==> src/rtl/sbm_pkg.sv <==
package sbm_pkg;
   typedef enum logic {MODE_BUFFERED = 1'b0, MODE_MAILBOX = 1'b1} sbm_mode_e;
   typedef enum logic {DIR_NET2LOC = 1'b0, DIR_LOC2NET = 1'b1} sbm_dir_e;

   localparam int SIDE_NET = 0;
   localparam int SIDE_LOC = 1;
   localparam int NUM_SIDES = 2;
   localparam int TRIPLE_BANKS = 3;

   // True when the given side acts as producer under the given direction.
   function automatic logic side_is_producer(input int side, input logic dir);
      if (side == SIDE_NET) return (dir == DIR_NET2LOC);
      else                  return (dir == DIR_LOC2NET);
   endfunction
endpackage

==> src/rtl/sbm_route.sv <==
module sbm_route #(
   parameter int BANK_W = 2
) (
   input  logic                                     dir,
   input  logic [sbm_pkg::NUM_SIDES-1:0]            side_start,
   input  logic [sbm_pkg::NUM_SIDES-1:0]            side_end,
   output logic                                     p_start,
   output logic                                     p_end,
   output logic                                     c_start,
   output logic                                     c_end,
   input  logic [BANK_W-1:0]                        p_bank,
   input  logic [BANK_W-1:0]                        c_bank,
   input  logic                                     p_open,
   input  logic                                     c_open,
   input  logic                                     p_irq,
   input  logic                                     c_irq,
   output logic [sbm_pkg::NUM_SIDES-1:0][BANK_W-1:0] side_bank,
   output logic [sbm_pkg::NUM_SIDES-1:0]            side_open,
   output logic [sbm_pkg::NUM_SIDES-1:0]            side_irq
);
   import sbm_pkg::*;

   localparam int PI_NET = SIDE_NET;
   localparam int PI_LOC = SIDE_LOC;

   always_comb begin
      if (dir == DIR_NET2LOC) begin
         p_start = side_start[PI_NET];
         p_end   = side_end[PI_NET];
         c_start = side_start[PI_LOC];
         c_end   = side_end[PI_LOC];
      end else begin
         p_start = side_start[PI_LOC];
         p_end   = side_end[PI_LOC];
         c_start = side_start[PI_NET];
         c_end   = side_end[PI_NET];
      end
   end

   for (genvar s = 0; s < NUM_SIDES; s++) begin : g_side
      logic is_prod;
      always_comb begin
         is_prod      = side_is_producer(s, dir);
         side_bank[s] = is_prod ? p_bank : c_bank;
         side_open[s] = is_prod ? p_open : c_open;
         side_irq[s]  = is_prod ? p_irq  : c_irq;
      end
   end
endmodule

==> src/rtl/sbm_triple.sv <==
module sbm_triple #(
   parameter int BANK_W    = 2,
   parameter int BANK_BASE = 0
) (
   input  logic              clk,
   input  logic              rst_n,
   input  logic              en,
   input  logic              p_start,
   input  logic              p_end,
   input  logic              c_start,
   input  logic              c_end,
   output logic [BANK_W-1:0] p_bank,
   output logic [BANK_W-1:0] c_bank,
   output logic              p_open,
   output logic              c_open,
   output logic              fresh,
   output logic              irq_c
);
   localparam logic [BANK_W-1:0] B_WR  = BANK_W'(BANK_BASE);
   localparam logic [BANK_W-1:0] B_SPR = BANK_W'(BANK_BASE + 1);
   localparam logic [BANK_W-1:0] B_RD  = BANK_W'(BANK_BASE + 2);

   logic [BANK_W-1:0] wr_q, spr_q, rd_q, wr_n, spr_n, rd_n, tmp;
   logic              fresh_q, fresh_n, po_q, po_n, co_q, co_n, irq_q, irq_n;

   always_comb begin
      wr_n    = wr_q;
      spr_n   = spr_q;
      rd_n    = rd_q;
      fresh_n = fresh_q;
      po_n    = po_q;
      co_n    = co_q;
      irq_n   = 1'b0;
      tmp     = '0;
      // Producer: completion publishes before any new start reopens.
      if (p_end && po_q) begin
         tmp     = wr_n;
         wr_n    = spr_n;
         spr_n   = tmp;
         fresh_n = 1'b1;
         irq_n   = 1'b1;
         po_n    = 1'b0;
      end
      if (p_start) po_n = 1'b1;
      // Consumer: sees a completion of this same cycle.
      if (c_end && co_q) co_n = 1'b0;
      if (c_start) begin
         co_n = 1'b1;
         if (fresh_n) begin
            tmp   = rd_n;
            rd_n  = spr_n;
            spr_n = tmp;
         end
         fresh_n = 1'b0;
      end
   end

   always_ff @(posedge clk) begin
      if (!rst_n || !en) begin
         wr_q    <= B_WR;
         spr_q   <= B_SPR;
         rd_q    <= B_RD;
         fresh_q <= 1'b0;
         po_q    <= 1'b0;
         co_q    <= 1'b0;
         irq_q   <= 1'b0;
      end else begin
         wr_q    <= wr_n;
         spr_q   <= spr_n;
         rd_q    <= rd_n;
         fresh_q <= fresh_n;
         po_q    <= po_n;
         co_q    <= co_n;
         irq_q   <= irq_n;
      end
   end

   assign p_bank = wr_q;
   assign c_bank = rd_q;
   assign p_open = po_q;
   assign c_open = co_q;
   assign fresh  = fresh_q;
   assign irq_c  = irq_q;
endmodule

==> src/rtl/sbm_mailbox.sv <==
module sbm_mailbox #(
   parameter int BANK_W    = 2,
   parameter int BANK_BASE = 0
) (
   input  logic              clk,
   input  logic              rst_n,
   input  logic              en,
   input  logic              p_start,
   input  logic              p_end,
   input  logic              c_start,
   input  logic              c_end,
   output logic [BANK_W-1:0] bank,
   output logic              p_open,
   output logic              c_open,
   output logic              full,
   output logic              irq_p,
   output logic              irq_c
);
   localparam logic [BANK_W-1:0] B_SLOT = BANK_W'(BANK_BASE);

   logic full_q, full_n, po_q, po_n, co_q, co_n;
   logic ip_q, ip_n, ic_q, ic_n;

   always_comb begin
      full_n = full_q;
      po_n   = po_q;
      co_n   = co_q;
      ip_n   = 1'b0;
      ic_n   = 1'b0;
      if (p_end && po_q) begin
         full_n = 1'b1;
         po_n   = 1'b0;
         ic_n   = 1'b1;
      end
      if (p_start && !full_q && !po_q) po_n = 1'b1;
      if (c_end && co_q) begin
         full_n = 1'b0;
         co_n   = 1'b0;
         ip_n   = 1'b1;
      end
      if (c_start && full_q && !co_q) co_n = 1'b1;
   end

   always_ff @(posedge clk) begin
      if (!rst_n || !en) begin
         full_q <= 1'b0;
         po_q   <= 1'b0;
         co_q   <= 1'b0;
         ip_q   <= 1'b0;
         ic_q   <= 1'b0;
      end else begin
         full_q <= full_n;
         po_q   <= po_n;
         co_q   <= co_n;
         ip_q   <= ip_n;
         ic_q   <= ic_n;
      end
   end

   assign bank   = B_SLOT;
   assign p_open = po_q;
   assign c_open = co_q;
   assign full   = full_q;
   assign irq_p  = ip_q;
   assign irq_c  = ic_q;
endmodule

==> src/rtl/sync_buf_mgr.sv <==
module sync_buf_mgr #(
   parameter int BANK_W    = 2,
   parameter int BANK_BASE = 0
) (
   input  logic              clk,
   input  logic              rst_n,
   input  logic              cfg_mode,
   input  logic              cfg_dir,
   input  logic              net_start,
   input  logic              net_end,
   input  logic              loc_start,
   input  logic              loc_end,
   output logic [BANK_W-1:0] net_bank,
   output logic [BANK_W-1:0] loc_bank,
   output logic              net_open,
   output logic              loc_open,
   output logic              data_flag,
   output logic              irq_net,
   output logic              irq_loc
);
   import sbm_pkg::*;

   localparam int BANK_SPAN = 1 << BANK_W;

   if (BANK_W < 2) begin : g_chk_w
      $error("BANK_W must be at least 2");
   end
   if (BANK_BASE < 0 || BANK_BASE + TRIPLE_BANKS > BANK_SPAN) begin : g_chk_base
      $error("BANK_BASE leaves no room for three banks");
   end

   logic [NUM_SIDES-1:0]             side_start, side_end, side_open, side_irq;
   logic [NUM_SIDES-1:0][BANK_W-1:0] side_bank;
   logic p_start, p_end, c_start, c_end;
   logic [BANK_W-1:0] p_bank, c_bank, tb_p_bank, tb_c_bank, mb_bank;
   logic p_open, c_open, p_irq, c_irq, flag;
   logic tb_po, tb_co, tb_fresh, tb_irq_c;
   logic mb_po, mb_co, mb_full, mb_irq_p, mb_irq_c;
   logic buf_en, mbx_en;

   assign side_start = {loc_start, net_start};
   assign side_end   = {loc_end,   net_end};
   assign buf_en     = (cfg_mode == MODE_BUFFERED);
   assign mbx_en     = (cfg_mode == MODE_MAILBOX);

   sbm_route #(.BANK_W(BANK_W)) u_route (
      .dir(cfg_dir), .side_start(side_start), .side_end(side_end),
      .p_start(p_start), .p_end(p_end), .c_start(c_start), .c_end(c_end),
      .p_bank(p_bank), .c_bank(c_bank), .p_open(p_open), .c_open(c_open),
      .p_irq(p_irq), .c_irq(c_irq),
      .side_bank(side_bank), .side_open(side_open), .side_irq(side_irq)
   );

   sbm_triple #(.BANK_W(BANK_W), .BANK_BASE(BANK_BASE)) u_triple (
      .clk(clk), .rst_n(rst_n), .en(buf_en),
      .p_start(p_start), .p_end(p_end), .c_start(c_start), .c_end(c_end),
      .p_bank(tb_p_bank), .c_bank(tb_c_bank), .p_open(tb_po), .c_open(tb_co),
      .fresh(tb_fresh), .irq_c(tb_irq_c)
   );

   sbm_mailbox #(.BANK_W(BANK_W), .BANK_BASE(BANK_BASE)) u_mbx (
      .clk(clk), .rst_n(rst_n), .en(mbx_en),
      .p_start(p_start), .p_end(p_end), .c_start(c_start), .c_end(c_end),
      .bank(mb_bank), .p_open(mb_po), .c_open(mb_co), .full(mb_full),
      .irq_p(mb_irq_p), .irq_c(mb_irq_c)
   );

   always_comb begin
      if (mbx_en) begin
         p_bank = mb_bank;  c_bank = mb_bank;
         p_open = mb_po;    c_open = mb_co;
         p_irq  = mb_irq_p; c_irq  = mb_irq_c;
         flag   = mb_full;
      end else begin
         p_bank = tb_p_bank; c_bank = tb_c_bank;
         p_open = tb_po;     c_open = tb_co;
         p_irq  = 1'b0;      c_irq  = tb_irq_c;
         flag   = tb_fresh;
      end
   end

   assign net_bank  = side_bank[SIDE_NET];
   assign loc_bank  = side_bank[SIDE_LOC];
   assign net_open  = side_open[SIDE_NET];
   assign loc_open  = side_open[SIDE_LOC];
   assign irq_net   = side_irq[SIDE_NET];
   assign irq_loc   = side_irq[SIDE_LOC];
   assign data_flag = flag;
endmodule

==> config.mk <==
export PLATFORM = sky130hd
export DESIGN_NAME = sync_buf_mgr
export DESIGN_NICKNAME = d
export VERILOG_FILES = /design/src/rtl/sbm_pkg.sv /design/src/rtl/sbm_route.sv /design/src/rtl/sbm_triple.sv /design/src/rtl/sbm_mailbox.sv /design/src/rtl/sync_buf_mgr.sv
export SDC_FILE = /design/constraint.sdc
export NUM_CORES = 1
export LEC_CHECK = 0
export BUFFER_PORTS_ARGS = -buffer_cell sky130_fd_sc_hd__buf_2
export CAP_MARGIN = 10
export CORE_MARGIN = 3
export CORE_UTILIZATION = 57
export CTS_CLUSTER_DIAMETER = 200
export DETAILED_ROUTE_END_ITERATION = 16
export HOLD_SLACK_MARGIN = 0.15
export PLACE_DENSITY_LB_ADDON = 0.3
export SETUP_SLACK_MARGIN = 0.4
export SYNTH_ARGS = -nofsm -noshare
export SYNTH_HDL_FRONTEND = slang
export SYNTH_HIERARCHICAL = 1
export SYNTH_SLANG_ARGS = --single-unit
==> constraint.sdc <==
create_clock -name clk -period 2.95 [get_ports clk]
set_clock_uncertainty 0.05 [all_clocks]
set_input_delay 0.1475 -clock clk [delete_from_list [all_inputs] [get_ports clk]]
set_output_delay 0.1475 -clock clk [all_outputs]
set_load 0.01 [all_outputs]
==> After elaboration in Yosys (flattened, before gate mapping) <==
Index checks and enable logic that the tools add are counted.
Widths: inputs -> output; s select.
{ "classes": {"mux": 32, "reduce_logical": 22} }
{ "op_table": {"columns": ["cell", "count"], "rows": [
  ["$mux 1", 25],
  ["$mux 2", 7],
  ["$logic_and 1x1->1", 8],
  ["$reduce_bool 2->1", 4],
  ["$logic_not 1->1", 5],
  ["$reduce_or 2->1", 2],
  ["$logic_or 1x1->1", 2],
  ["$reduce_and 2->1", 1]
]} }
{ "word_totals": {"register_bits": 15, "in_bits": 8, "out_inout_bits": 9, "elab_cells": 66} }

==> Logic depth before layout (Yosys ltp) <==
{ "depth": {"ltp_word": 5, "mapped_depth": 5, "depth_no_buf": 4} }

==> Hierarchy <==
The synthesis kept the hierarchy.
{ "by_module_without_submodules": {"columns": ["mod", "instances", "cells_each", "area_per_inst_um2", "seq_area_each_um2"], "rows": [
  ["sbm_triple", 1, 42, 399.1, 200.2],
  ["sbm_mailbox", 1, 21, 190.2, 100.1],
  ["sbm_route", 1, 13, 183.9, 0.0],
  ["sync_buf_mgr", 1, 11, 142.6, 0.0]
]} }

==> Worst setup path after synthesis <==
OpenSTA, ideal clock, no wires.
{ "synth_timing": {"path_kind": "input -> register", "from": "input port cfg_dir", "to": "register u_triple.rd_q[1] (netlist: u_triple/c_bank[1])", "setup_time_ns": 0.125, "t_arrival_ns": 1.235, "t_required_ns": 2.775, "slack_ns": 1.539, "cell_stages": 5, "path_buffers": 1, "path_cell_list": "buf_6 > mux2_4 > and3_2 > a2111oi_2 > o21bai_1"} }
{ "synth_between": {"elab_chain_len": 4, "elab_cells_between_ends": 6, "classes_between": "mux: 4; reduce/logical: 2"} }
{ "synth_lines": {"columns": ["element", "line", "source"], "rows": [
  ["start, declared", "sync_buf_mgr.sv:8", "input logic cfg_dir,"],
  ["$mux 1 (*)", "sbm_route.sv:27", "if (dir == DIR_NET2LOC) begin"],
  ["net p_end", "sync_buf_mgr.sv:34", "logic p_start, p_end, c_start, c_end;"],
  ["$logic_and 1x1->1 (*)", "sbm_triple.sv:36", "if (p_end && po_q) begin"],
  ["$mux 1", "sbm_triple.sv:36", null],
  ["$reduce_and 2->1 (no source line)", null, null],
  ["end signal, assigned", "sbm_triple.sv:70", "rd_q <= rd_n;"],
  ["end, declared", "sbm_triple.sv:23", "logic [BANK_W-1:0] wr_q, spr_q, rd_q, wr_n, spr_n, rd_n, tmp;"]
]} }
The timed path passes the listed nets; every way through them passes the cells marked *.
A chain may end at the register's enable or synchronous reset.

==> Worst setup path in the final report <==
{ "layout_timing": {"from": "register u_triple.po_q (netlist: u_triple/p_open)", "to": "output port net_open"} }
{ "layout_between": {"elab_chain_len": 2} }
{ "layout_lines": {"columns": ["element", "line", "source"], "rows": [
  ["start, declared", "sbm_triple.sv:24", "logic fresh_q, fresh_n, po_q, po_n, co_q, co_n, irq_q, irq_n;"],
  ["start signal, assigned", "sbm_triple.sv:72", "po_q <= po_n;"],
  ["$mux 1", "sync_buf_mgr.sv:69", "if (mbx_en) begin"],
  ["net p_open", "sync_buf_mgr.sv:36", "logic p_open, c_open, p_irq, c_irq, flag;"],
  ["$mux 1", "sbm_route.sv:45", "side_open[s] = is_prod ? p_open : c_open;"],
  ["end, declared", "sync_buf_mgr.sv:15", "output logic net_open,"]
]} }
The timed path passes the listed nets, and every way through them passes these cells.

==> run metrics <==
Psw=0.110 mW; CP Launch Type=register; post-route insts no fill=120; share of cells above drive strength 1=0.448; clock sinks=15; Hold Path End=u_triple/p_open$_SDFFE_PP0P_; RePlAce Congestion=0.739; Setup Total Neg Slack=0 ps; ys async rst share=0; Setup-failing EPs final=0; area of the multi-input gates=571 sq um; vias in the first global route=697; register bit total from synthesis=15; DIE HEIGHT=46.1 microns; Pwr Density=402 mW/mm^2; GRT overflow=0; CTS root buf=clkbuf_4; Initial Util=0.655; FF-to-FF Start=u_triple/p_open$_SDFFE_PP0P_; mean post-synth cell area=10.5 sq um; Critical R2R Capture=u_triple/c_bank[1]$_SDFFE_PP1P_; I/O pins=17; VDD IR max=0.305 mV; P&R area growth vs syn=11.1%; internal reg-to-reg setup slack=1590 ps; initial antenna violation count=0; # fillers=115; die width=46.1 microns; FF/Latch Area=300 sq um; cts bufs inserted=3; standard-cell rows=13; Synth top cells by count=mux2_4 (18), dfxtp_1 (15), a21oi_1 (9), nand2_1 (6), nor3_1 (5); Clock Power Share=0.294; fmax=0.615 GHz; Worst Path Arrival=1430 ps; Routed wire per std cell=14.9 microns; RSZ-0062 raised after global routing=no; sequential fraction of the synthesis area=0.328; synth unique cells=25; sw frac=0.269; vias=709; status=completed; DR pass1 iterations=4; final hold violations=0; Critical Path End Type=output port; Syn Inst Count=87; cell internal pwr=0.299 mW; Post-DP HPWL=1.30 mm; synth warn=6; ys flop type=dfxtp_1; TritonCTS clock tree=done; Slew Viols, Final=0; post-route ant nets=0; worst-skew pair later-pin latency=290 ps; dominant cells by area after synthesis=dfxtp_1 (33%), mux2_4 (30%), a21oi_1 (4.9%), a2111oi_2 (3.3%), nor3_1 (2.7%); Yosys top cell area share=0.328; Hold Startpoint=net_start; Cells on Worst Hold Path=4; Nets=114; Comb power frac=0.190; Clock Path Buffers=2; register clock-pin slew on the reported worst setup and hold paths=90 ps; PortBufs=16; cell area after synthesis=916 sq um; # DRC=0; R2R cell count=3; CORE AREA=0.00140 sq mm; gr usage total=0.208; sequential share of power=0.516; CP Class=register to output port; Max FO, Critical Path=9; pin count of the biggest net entering global routing=13; Leakage=0.474 nW; Ant. Diodes=0; total power draw=0.409 mW; fin crit share=0.551; first-pass GRT wire length=3.05 mm; max cap viols=0; count leader, synth=mux2_4; Hold-fix buffers, CTS=1; vias per cell=5.91; Clock H-tree levels=1; placed cell count=115; Initial DRC Count=6; required time of the worst setup path=2750 ps; biggest area consumer among synthesized cells=dfxtp_1; Die ar.=0.00212 sq mm; routed wire length=1.79 mm; Setup Fix Bufs, Post-CTS=0; number of flops mapped to enable cells by yosys=0; minimum clock period=1630 ps; Hold Path Class=input pin to register; post-CTS sizing=0
## cells in the final DEF, fill, tap and decap left out, types with 3 or more instances in the layout
cell      count
dfxtp_1      15
buf_2        16
nor3_1        5
inv_1         3
nand2_1       6
nor2_1        4
mux2_4       18
clkbuf_4      3
a21oi_1       9
## routing by layer
metal | track usage | part of all wire | up-vias
met4 | 0.102 | 0.018 | 0
met2 | 0.360 | 0.53 | 18
li1 | - | - | 350
met5 | 0 | 0 | -
met3 | 0.0703 | 0.046 | 4
met1 | 0.223 | 0.41 | 337
## worst max path at each step
| stage | start | end | slack, ps | cells after the start |
|---|---|---|---|---|
| 2_1_floorplan | cfg_dir | u_triple/c_bank[1]$_SDFFE_PP1P_ | 1540 | 5 |
| 3_3_place_gp | cfg_dir | u_triple/c_bank[1]$_SDFFE_PP1P_ | 1330 | 5 |
| 3_5_place_dp | cfg_dir | u_triple/c_bank[1]$_SDFFE_PP1P_ | 1270 | 5 |
| 4_1_cts | u_triple/p_open$_SDFFE_PP0P_ | net_open | 1310 | 3 |
| 5_1_grt | u_triple/p_open$_SDFFE_PP0P_ | net_open | 1260 | 3 |
| 6_report | u_triple/p_open$_SDFFE_PP0P_ | net_open | 1320 | 3 |
## worst max-delay path, stage by stage, from the launching register on
cell     delay [ps]
dfxtp_1         420
mux2_4          320
mux2_4          260
buf_2           140
## logic make-up after synthesis
| group | synth area share |
|---|---|
| buffers and inverters | 0.0533 |
| AO/OA/AOI/OAI | 0.137 |
| flip-flops | 0.328 |
| AND/OR/NAND/NOR | 0.158 |
| other | 0.00409 |
| multiplexers | 0.320 |
## metrics by stage
step / cell area (sq um) / utilization / hold WS [ps] / setup WS (ps)
after detailed placement: 981 / 0.701 / 413 / 1270
after global routing: 1020 / 0.727 / 189 / 1260
after CTS: 1020 / 0.727 / 174 / 1310
after floorplan: 920 / - / 299 / 1540
final: 1020 / 0.727 / 180 / 1320
after global placement: 981 / 0.701 / 412 / 1330
## area by class of cell
class | count | share of cell area
Clock buffer | 4 | 0.0258
Inverter | 3 | 0.0111
Multi-Input combinational cell | 66 | 0.561
Sequential cell | 15 | 0.295
Tap cell | 15 | 0.0185
Timing Repair Buffer | 17 | 0.0886
## flip-flops by register name (all words and copies together) (netlist names)
| register | flops |
|---|---|
| u_triple/c_open | 1 |
| u_triple/spr_q | 2 |
| u_triple/p_bank | 2 |
| u_triple/p_open | 1 |
| u_mbx/irq_p | 1 |
| u_mbx/full | 1 |
| u_mbx/p_open | 1 |
| u_mbx/c_open | 1 |
| u_mbx/irq_c | 1 |
| u_triple/irq_c | 1 |
| u_triple/c_bank | 2 |
| u_triple/fresh | 1 |
## power groups by stage
stage	sequential, mW	clock (mW)	combinational, mW
floorplan	0.214	0	0.0610
global placement	0.215	0	0.0741
detailed placement	0.216	0	0.0763
CTS	0.211	0.125	0.0778
global route	0.212	0.136	0.0843
finish	0.211	0.120	0.0776
Note: power is estimated with default switching activity, not from simulation.
